`src/rtl/lsort_pkg.sv`:
```
package lsort_pkg;

  localparam int LANES  = 8;
  localparam int IDX_W  = $clog2(LANES);
  localparam int LAYERS = 6;

  // Lane paired with 'lane' in network layer 'layer' (odd-even merge form).
  // A lane paired with itself passes through untouched in that layer.
  function automatic int partner(input int layer, input int lane);
    int p;
    p = lane;
    case (layer)
      0: p = lane ^ 1;
      1: p = lane ^ 2;
      2: begin
        if (lane == 1) p = 2;
        if (lane == 2) p = 1;
        if (lane == 5) p = 6;
        if (lane == 6) p = 5;
      end
      3: p = lane ^ 4;
      4: begin
        if (lane == 2) p = 4;
        if (lane == 4) p = 2;
        if (lane == 3) p = 5;
        if (lane == 5) p = 3;
      end
      default: begin
        if (lane == 1) p = 2;
        if (lane == 2) p = 1;
        if (lane == 3) p = 4;
        if (lane == 4) p = 3;
        if (lane == 5) p = 6;
        if (lane == 6) p = 5;
      end
    endcase
    return p;
  endfunction

endpackage

```
`src/rtl/lsort_cmp_exch.sv`:
```
// One compare-exchange element on {value, lane} words.
module lsort_cmp_exch #(
  parameter int DATA_W = 16,
  parameter int IDX_W  = 3,
  localparam int W     = DATA_W + IDX_W
) (
  input  logic [W-1:0] a,
  input  logic [W-1:0] b,
  output logic [W-1:0] lo,
  output logic [W-1:0] hi
);
  // Flip the sign bit so a single unsigned compare orders (signed value, lane).
  logic [W-1:0] key_a, key_b;
  logic         swap;

  always_comb begin
    key_a = {~a[W-1], a[W-2:0]};
    key_b = {~b[W-1], b[W-2:0]};
    swap  = key_b < key_a;
    lo    = swap ? b : a;
    hi    = swap ? a : b;
  end
endmodule

```
`src/rtl/lsort_stage.sv`:
```
// One network layer followed by its pipeline register.
module lsort_stage
  import lsort_pkg::*;
#(
  parameter int DATA_W = 16,
  parameter int LAYER  = 0,
  localparam int W     = DATA_W + IDX_W,
  localparam int BUS_W = LANES * W
) (
  input  logic             clk,
  input  logic             rst,
  input  logic             in_valid,
  input  logic [BUS_W-1:0] in_lanes,
  output logic             out_valid,
  output logic [BUS_W-1:0] out_lanes
);
  logic [W-1:0]     nxt [LANES];
  logic [BUS_W-1:0] nxt_flat;

  for (genvar k = 0; k < LANES; k++) begin : g_lane
    localparam int P = partner(LAYER, k);
    if (P > k) begin : g_cx
      lsort_cmp_exch #(.DATA_W(DATA_W), .IDX_W(IDX_W)) u_cx (
        .a (in_lanes[k*W +: W]),
        .b (in_lanes[P*W +: W]),
        .lo(nxt[k]),
        .hi(nxt[P])
      );
    end else if (P == k) begin : g_pass
      assign nxt[k] = in_lanes[k*W +: W];
    end
    assign nxt_flat[k*W +: W] = nxt[k];
  end

  always_ff @(posedge clk) begin
    if (rst) begin
      out_valid <= 1'b0;
      out_lanes <= '0;
    end else begin
      out_valid <= in_valid;
      out_lanes <= in_valid ? nxt_flat : '0;
    end
  end

  logic prev_rst = 1'b1;
  always_ff @(posedge clk) prev_rst <= rst;

  // each stage hands its valid bit on after exactly one cycle
  assert_stage_advance_R6: assert property (@(posedge clk) disable iff (rst)
    !prev_rst |-> out_valid == $past(in_valid));

  // a reset cycle leaves the stage empty
  assert_reset_clears_R7: assert property (@(posedge clk) disable iff (rst)
    prev_rst |-> !out_valid && out_lanes == '0);
endmodule

```
`src/rtl/lane_sort_pipe.sv`:
```
module lane_sort_pipe
  import lsort_pkg::*;
#(
  parameter int DATA_W = 16,
  localparam int W     = DATA_W + IDX_W,
  localparam int BUS_W = LANES * W
) (
  input  logic                      clk,
  input  logic                      rst,
  input  logic                      in_valid,
  input  logic [LANES*DATA_W-1:0]   in_data,
  output logic                      out_valid,
  output logic [LANES*DATA_W-1:0]   out_data,
  output logic [LANES*IDX_W-1:0]    out_index
);
  logic [BUS_W-1:0] chain  [LAYERS+1];
  logic             vchain [LAYERS+1];

  // Tag each input lane with its own lane number.
  for (genvar k = 0; k < LANES; k++) begin : g_tag
    assign chain[0][k*W +: W] = {in_data[k*DATA_W +: DATA_W], IDX_W'(k)};
  end
  assign vchain[0] = in_valid;

  for (genvar s = 0; s < LAYERS; s++) begin : g_stage
    lsort_stage #(.DATA_W(DATA_W), .LAYER(s)) u_stage (
      .clk      (clk),
      .rst      (rst),
      .in_valid (vchain[s]),
      .in_lanes (chain[s]),
      .out_valid(vchain[s+1]),
      .out_lanes(chain[s+1])
    );
  end

  assign out_valid = vchain[LAYERS];
  for (genvar k = 0; k < LANES; k++) begin : g_out
    assign out_data[k*DATA_W +: DATA_W] = chain[LAYERS][k*W+IDX_W +: DATA_W];
    assign out_index[k*IDX_W +: IDX_W]  = chain[LAYERS][k*W +: IDX_W];
  end

  // adjacent output positions follow (signed value, lane) order
  for (genvar k = 0; k < LANES-1; k++) begin : g_ord
    logic signed [DATA_W-1:0] v_lo, v_hi;
    logic        [IDX_W-1:0]  i_lo, i_hi;
    assign v_lo = out_data[k*DATA_W +: DATA_W];
    assign v_hi = out_data[(k+1)*DATA_W +: DATA_W];
    assign i_lo = out_index[k*IDX_W +: IDX_W];
    assign i_hi = out_index[(k+1)*IDX_W +: IDX_W];
    assert_sorted_pair_R2: assert property (@(posedge clk) disable iff (rst)
      out_valid |-> (v_lo < v_hi) || (v_lo == v_hi && i_lo < i_hi));
  end

  logic [LANES-1:0] seen;
  always_comb begin
    seen = '0;
    for (int k = 0; k < LANES; k++) seen[out_index[k*IDX_W +: IDX_W]] = 1'b1;
  end

  // the origin fields of a result name every input lane once
  assert_index_perm_R4: assert property (@(posedge clk) disable iff (rst)
    out_valid |-> $countones(seen) == LANES);

  // idle cycles present all-zero buses
  assert_idle_zero_R8: assert property (@(posedge clk) disable iff (rst)
    !out_valid |-> out_data == '0 && out_index == '0);
endmodule

```
`config.mk`:
```
export PLATFORM = sky130hd
export DESIGN_NAME = lane_sort_pipe
export DESIGN_NICKNAME = d
export VERILOG_FILES = /design/src/rtl/lsort_pkg.sv /design/src/rtl/lsort_cmp_exch.sv /design/src/rtl/lsort_stage.sv /design/src/rtl/lane_sort_pipe.sv
export SDC_FILE = /design/constraint.sdc
export NUM_CORES = 2
export LEC_CHECK = 0
export ABC_AREA = 0
export BUFFER_PORTS_ARGS = -buffer_cell sky130_fd_sc_hd__clkbuf_2
export CORE_ASPECT_RATIO = 0.9
export CORE_MARGIN = 2
export CORE_UTILIZATION = 40
export DETAILED_ROUTE_END_ITERATION = 8
export GPL_ROUTABILITY_DRIVEN = 0
export GPL_TIMING_DRIVEN = 0
export PLACE_DENSITY = 0.6
export RECOVER_POWER = 100
export SLEW_MARGIN = 15
export SYNTH_ARGS = -nofsm -noshare
export SYNTH_HDL_FRONTEND = slang
export SYNTH_SLANG_ARGS = --single-unit
```
`constraint.sdc`:
```
create_clock -name clk -period 3.3 [get_ports clk]
set_clock_uncertainty 0.15 [all_clocks]
set_input_delay 0.165 -clock clk [delete_from_list [all_inputs] [get_ports clk]]
set_output_delay 0.165 -clock clk [all_outputs]
set_load 0.01 [all_outputs]
```
# Word-level counts from Yosys, hierarchy flattened
# Index checks and enable logic that the tools add are counted.
# totals
n_memories,0
in_bits,131
elab_cells,119
latchBits,0
ramBits,0
register_bits,918
romBits,0
# op_classes
n_lt_le_gt_ge,19
shifts,0
addsub,0
muxes,38
div_mod_pow,0
eq_ne,0
n_mul,0
n_reduce_logical,6
bitwise_logic,44
# ops
op,n
$mux 19,38
$lt 19x19->1,19
$not 1->1,44
$reduce_or 2->1,6

# Logic depth before layout (Yosys ltp)
# logic_depth
word_depth,3
mapped_depth,10
ltp_nobuf,8

# Modules after synthesis
# Synthesis repeated with hierarchy kept, for this count alone.
# hier_totals
hier_cells,4031
hier_area_um2,46951.3
# modules_own_cells
module,n_inst,cells_per_inst,area_per_inst_um2
lsort_stage,6,339,4610.7
lsort_cmp_exch,19,105,1014.7
lane_sort_pipe,1,2,7.5

# Worst setup path before layout
# OpenSTA, ideal clock, no wires.
# synth_path
path_type,register to register
start,reg g_stage[2].u_stage.out_lanes[63]
end,reg g_stage[3].u_stage.out_lanes[65]
setup_time_ps,87
synth_period_minus_slack_ps,2381
required_time_ps,3063
path_slack_ps,919
t_arrival_ps,2144
path_buffers,2
stages_incl_launch_ff,11
path_cell_list,dfxtp_1 -> inv_1 -> ha_1 -> and3_1 -> a221oi_1 -> o211ai_1 -> a2111oi_1 -> buf_2 -> buf_2 -> nand3_1 -> o31ai_1
# synth_between
elab_chain_len,2
# synth_lines
item,line_no,text
start: declaration,lsort_stage.sv:15,output logic [BUS_W-1:0] out_lanes
start signal: assignment,lsort_stage.sv:41,out_lanes <= in_valid ? nxt_flat : '0;
$lt 19x19->1,lsort_cmp_exch.sv:19,swap = key_b < key_a;
$mux 19,lsort_cmp_exch.sv:20,lo = swap ? b : a;
end signal: assignment,lsort_stage.sv:41,
end: declaration,lsort_stage.sv:15,
# No other way between the ends.
# A chain may end at the register's enable or synchronous reset.

# Worst setup path after layout
# layout_path
start,reg g_stage[1].u_stage.out_lanes[25]
end,reg g_stage[2].u_stage.out_lanes[19]
# layout_between
elab_chain_len,2
# layout_lines
item,line_no
start: declaration,lsort_stage.sv:15
start signal: assignment,lsort_stage.sv:41
$lt 19x19->1,lsort_cmp_exch.sv:19
$mux 19,lsort_cmp_exch.sv:20
# No other way between the ends.

==> metrics.md <==
| Metric | Value |
|---|---|
| Crit path cell chain | `inv_1 > ha_1 > and3_1 > a221oi_1 > o211ai_1 > a2111oi_2 > buf_2 > o21ai_0` |
| Final Total Pwr | `~24 mW` |
| Min-Delay Path Class | `in2reg` |
| Cts hold-fix bufs | `192` |
| Worst slew pin tran | `949.2 ps` |
| Synth warn | `0` |
| Flop pwr share | `0.466` |
| Gr usage total | `0.2172` |
| Area grow syn2layout | `20.10%` |
| Area leader, netlist | `dfxtp_1` |
| Clock Tree Root | `clkbuf_16` |
| Total of max-cap violations | `0` |
| Beginning of the worst register-to-register path | `g_stage[1].u_stage.out_lanes[25]` |
| Synth top cells by count | `dfxtp_1, nand2_1, mux2i_1` |
| R2R depth | `8` |
| Initial core utilization | `0.4042` |
| Routed vias/inst | `4.947` |
| CTS tree | `built` |
| Fin crit share | `0.9821` |
| Max Root-Sink Buffers | `3` |
| Rel. slew slack | `0.3672` |
| Number of distinct library cells after synthesis | `43` |
| Yosys top cell area share | `0.4667` |
| Fin area | `0.04601 mm^2` |
| DRT iter0 DRCs | `approximately 2200` |
| Maximum VDD drop | `0.3863 mV` |
| Leak Pwr | `approximately 19 nW` |
| Cell Area, Synth | `0.03831 mm^2` |
| Post-Place Cell Area | `0.04129 mm^2` |
| Share of cells above drive strength 1 | `0.1002` |
| Initial antenna violation count | `3` |
| RSZ-0062 raised after global routing | `false` |
| Core footprint | `0.09479 mm^2` |
| Die X | `between 300 and 400 um` |
| Clock-pin slew on the worst setup and hold paths | `70 ps` |
| Fmax | `308.6 MHz` |
| Status | `finished with violations` |
| Post-CTS sizing | `0` |
| Crit path kind | `reg2reg` |
| CP Launch Type | `flop` |
| CP Capture Type | `flop` |
| Int Pwr | `17.92 mW` |
| Global-route wire length before repair | `between 150 and 200 mm` |
| Post-synth ARST share | `0` |
| Sw frac | `0.2483` |
| Worst Path Required | `around 3600 ps` |
| DR pass1 iterations | `8` |
| Clk pwr share | `0.433` |
| Slew Viols, Final | `0` |
| Critical Path Start | `g_stage[1].u_stage.out_lanes[25]` |
| Fin nets | `5046` |
| Fin. Hold Viols | `0` |
| PortBufs | `approximately 280` |
| CP max-delay cell | `a2111oi_2` |
| CP Data Arrival Time | `between 3000 and 4000 ps` |
| Hold_sp | `in_valid` |
| Number of global-route vias before repair | `28600` |
| Count leader, synth | `dfxtp_1` |
| Final setup viols | `0` |
| Post-synthesis sequential area ratio | `0.4667` |
| Grt ovf | `0` |
| TritonCTS Buffers | `90` |
| Seq cells post-synth | `a little under 900` |
| Largest net degree at the start of global routing | `16` |
| IO Count | `284` |
| Routed via count | `around 30000` |
| Failing checks | `design-rule violations` |
| Hold depth | `4` |
| Final ANT Viol Nets | `0` |
| Die ar. | `0.09826 mm^2` |
| Sink Count | `893` |
| Hpwl dp | `89.02 mm` |
| Max FO, Critical Path | `10` |
| Critical Path Max Stage Delay | `780 ps` |
| Synth area leaders | `dfxtp_1, mux2i_1, ha_1` |
| Worst hold slack | `108.4 ps` |
| Post-CTS setup buffers | `0` |
| H-tree depth | `3` |
| DR WL/cell | `about 18 um` |
| Final WL | `109.2 mm` |
| Combinational share of power | `0.102` |
| Cell Rows | `approximately 110` |
| Tmin final | `3241 ps` |
| Mean post-synth cell area | `9.503 um^2` |
| Net count after synthesis | `4479` |
| Ys flop type | `dfxtp_1` |
| Synth Instances | `just over 4000` |
| Worst-Skew Late Latency | `roughly 660 ps` |
| Pwr/cell area | `518.2 mW/mm^2` |
| P_sw | `5.921 mW` |
| EDFF count, synth | `0` |
| DRC | `38` |
| Die Ht | `just under 300 um` |
[worst max-delay path, delay by kind of cell (launching register included)]
kind	cells	cell delay, ps
AOI/OAI and AO/OA	4	1570
adders and majority gates	1	300
buffers and inverters	2	430
DFF	1	360
and+or+nand+nor	1	200
[metrics by stage]
step / utilization / worst slack, ps / std cells / TNS, ps
5_1_grt: 0.4853 / 4.573 / 5922 / 0
6_report: 0.4854 / 59.12 / 5924 / 0
3_3_place_gp: 0.4356 / -80.15 / 5567 / -314.0
3_5_place_dp: 0.4356 / -77.57 / 5567 / -349.4
2_1_floorplan: - / 918.6 / 4031 / 0
4_1_cts: 0.4880 / 77.28 / 5922 / 0
[routing by layer]
| layer | GRT usage | wire length, um |
|---|---|---|
| met2 | 0.3550 | 49420 |
| met4 | 0.07121 | 3758 |
| met3 | 0.03428 | 6106 |
| met5 | 0 | 0 |
| met1 | 0.2915 | 49950 |
[power groups by stage]
stage / registers [mW] / logic, mW / clock network, mW
after CTS: 11.1 / 2.39 / 10.5
after floorplan: 11.2 / 1.64 / 0
after global placement: 11.3 / 2.17 / 0
after global routing: 11.1 / 2.63 / 10.9
after detailed placement: 11.3 / 2.19 / 0
final: 11.1 / 2.42 / 10.3
[flip-flops by register name, summed over array words and instances, names as in the netlist]
name and count:
g_stage.u_stage.out_lanes 887, g_stage.u_stage.out_valid 6
[cells in the final DEF, fill, tap and decap left out, types with 24 or more instances in the layout]
cell type / instances
inv_1: 327
and2_1: 54
nand3_1: 246
buf_4: 151
nor2_1: 26
dlygate4sd3_1: 192
a21o_1: 45
mux2i_1: 470
and2_0: 140
clkbuf_16: 91
a21oi_1: 109
ha_1: 317
clkbuf_1: 340
o31ai_1: 95
nand2_1: 620
dfxtp_1: 893
a211oi_1: 24
clkbuf_2: 152
nand4_1: 42
o21ai_0: 127
[final timing paths]
check | end | slack, ps
setup / recovery | g_stage[2].u_stage.out_lanes[19] | 60
hold reg to reg | g_stage[4].u_stage.out_lanes[138] | 270
hold / removal | g_stage[0].u_stage.out_lanes[4] | 110
setup reg to reg | g_stage[2].u_stage.out_lanes[19] | 60
[area by class of cell]
cell class	count	area (um^2)
fill	9047	48780
sequential	893	17880
clock inverter	41	510.5
buffer	365	1996
multi-input combinational	2446	17140
clock buffer	122	2534
tap	1253	1568
timing repair buffer	475	3148
antenna	2	5.005
inverter	327	1227
[kinds of logic (layout without fill, tap and decap cells)]
kind of cell | after synthesis | after routing | share of synthesized area
AO/OA/AOI/OAI | 461 | 461 | 0.07604
adder cells (fa/ha/maj) | 317 | 317 | 0.1035
buffers and inverters | 692 | 1330 | 0.08544
flip-flops | 893 | 893 | 0.4667
multiplexers | 470 | 470 | 0.1228
other | 0 | 2 | 0
AND/OR/NAND/NOR | 1198 | 1198 | 0.1455
Power figures use the tool's default switching activity.
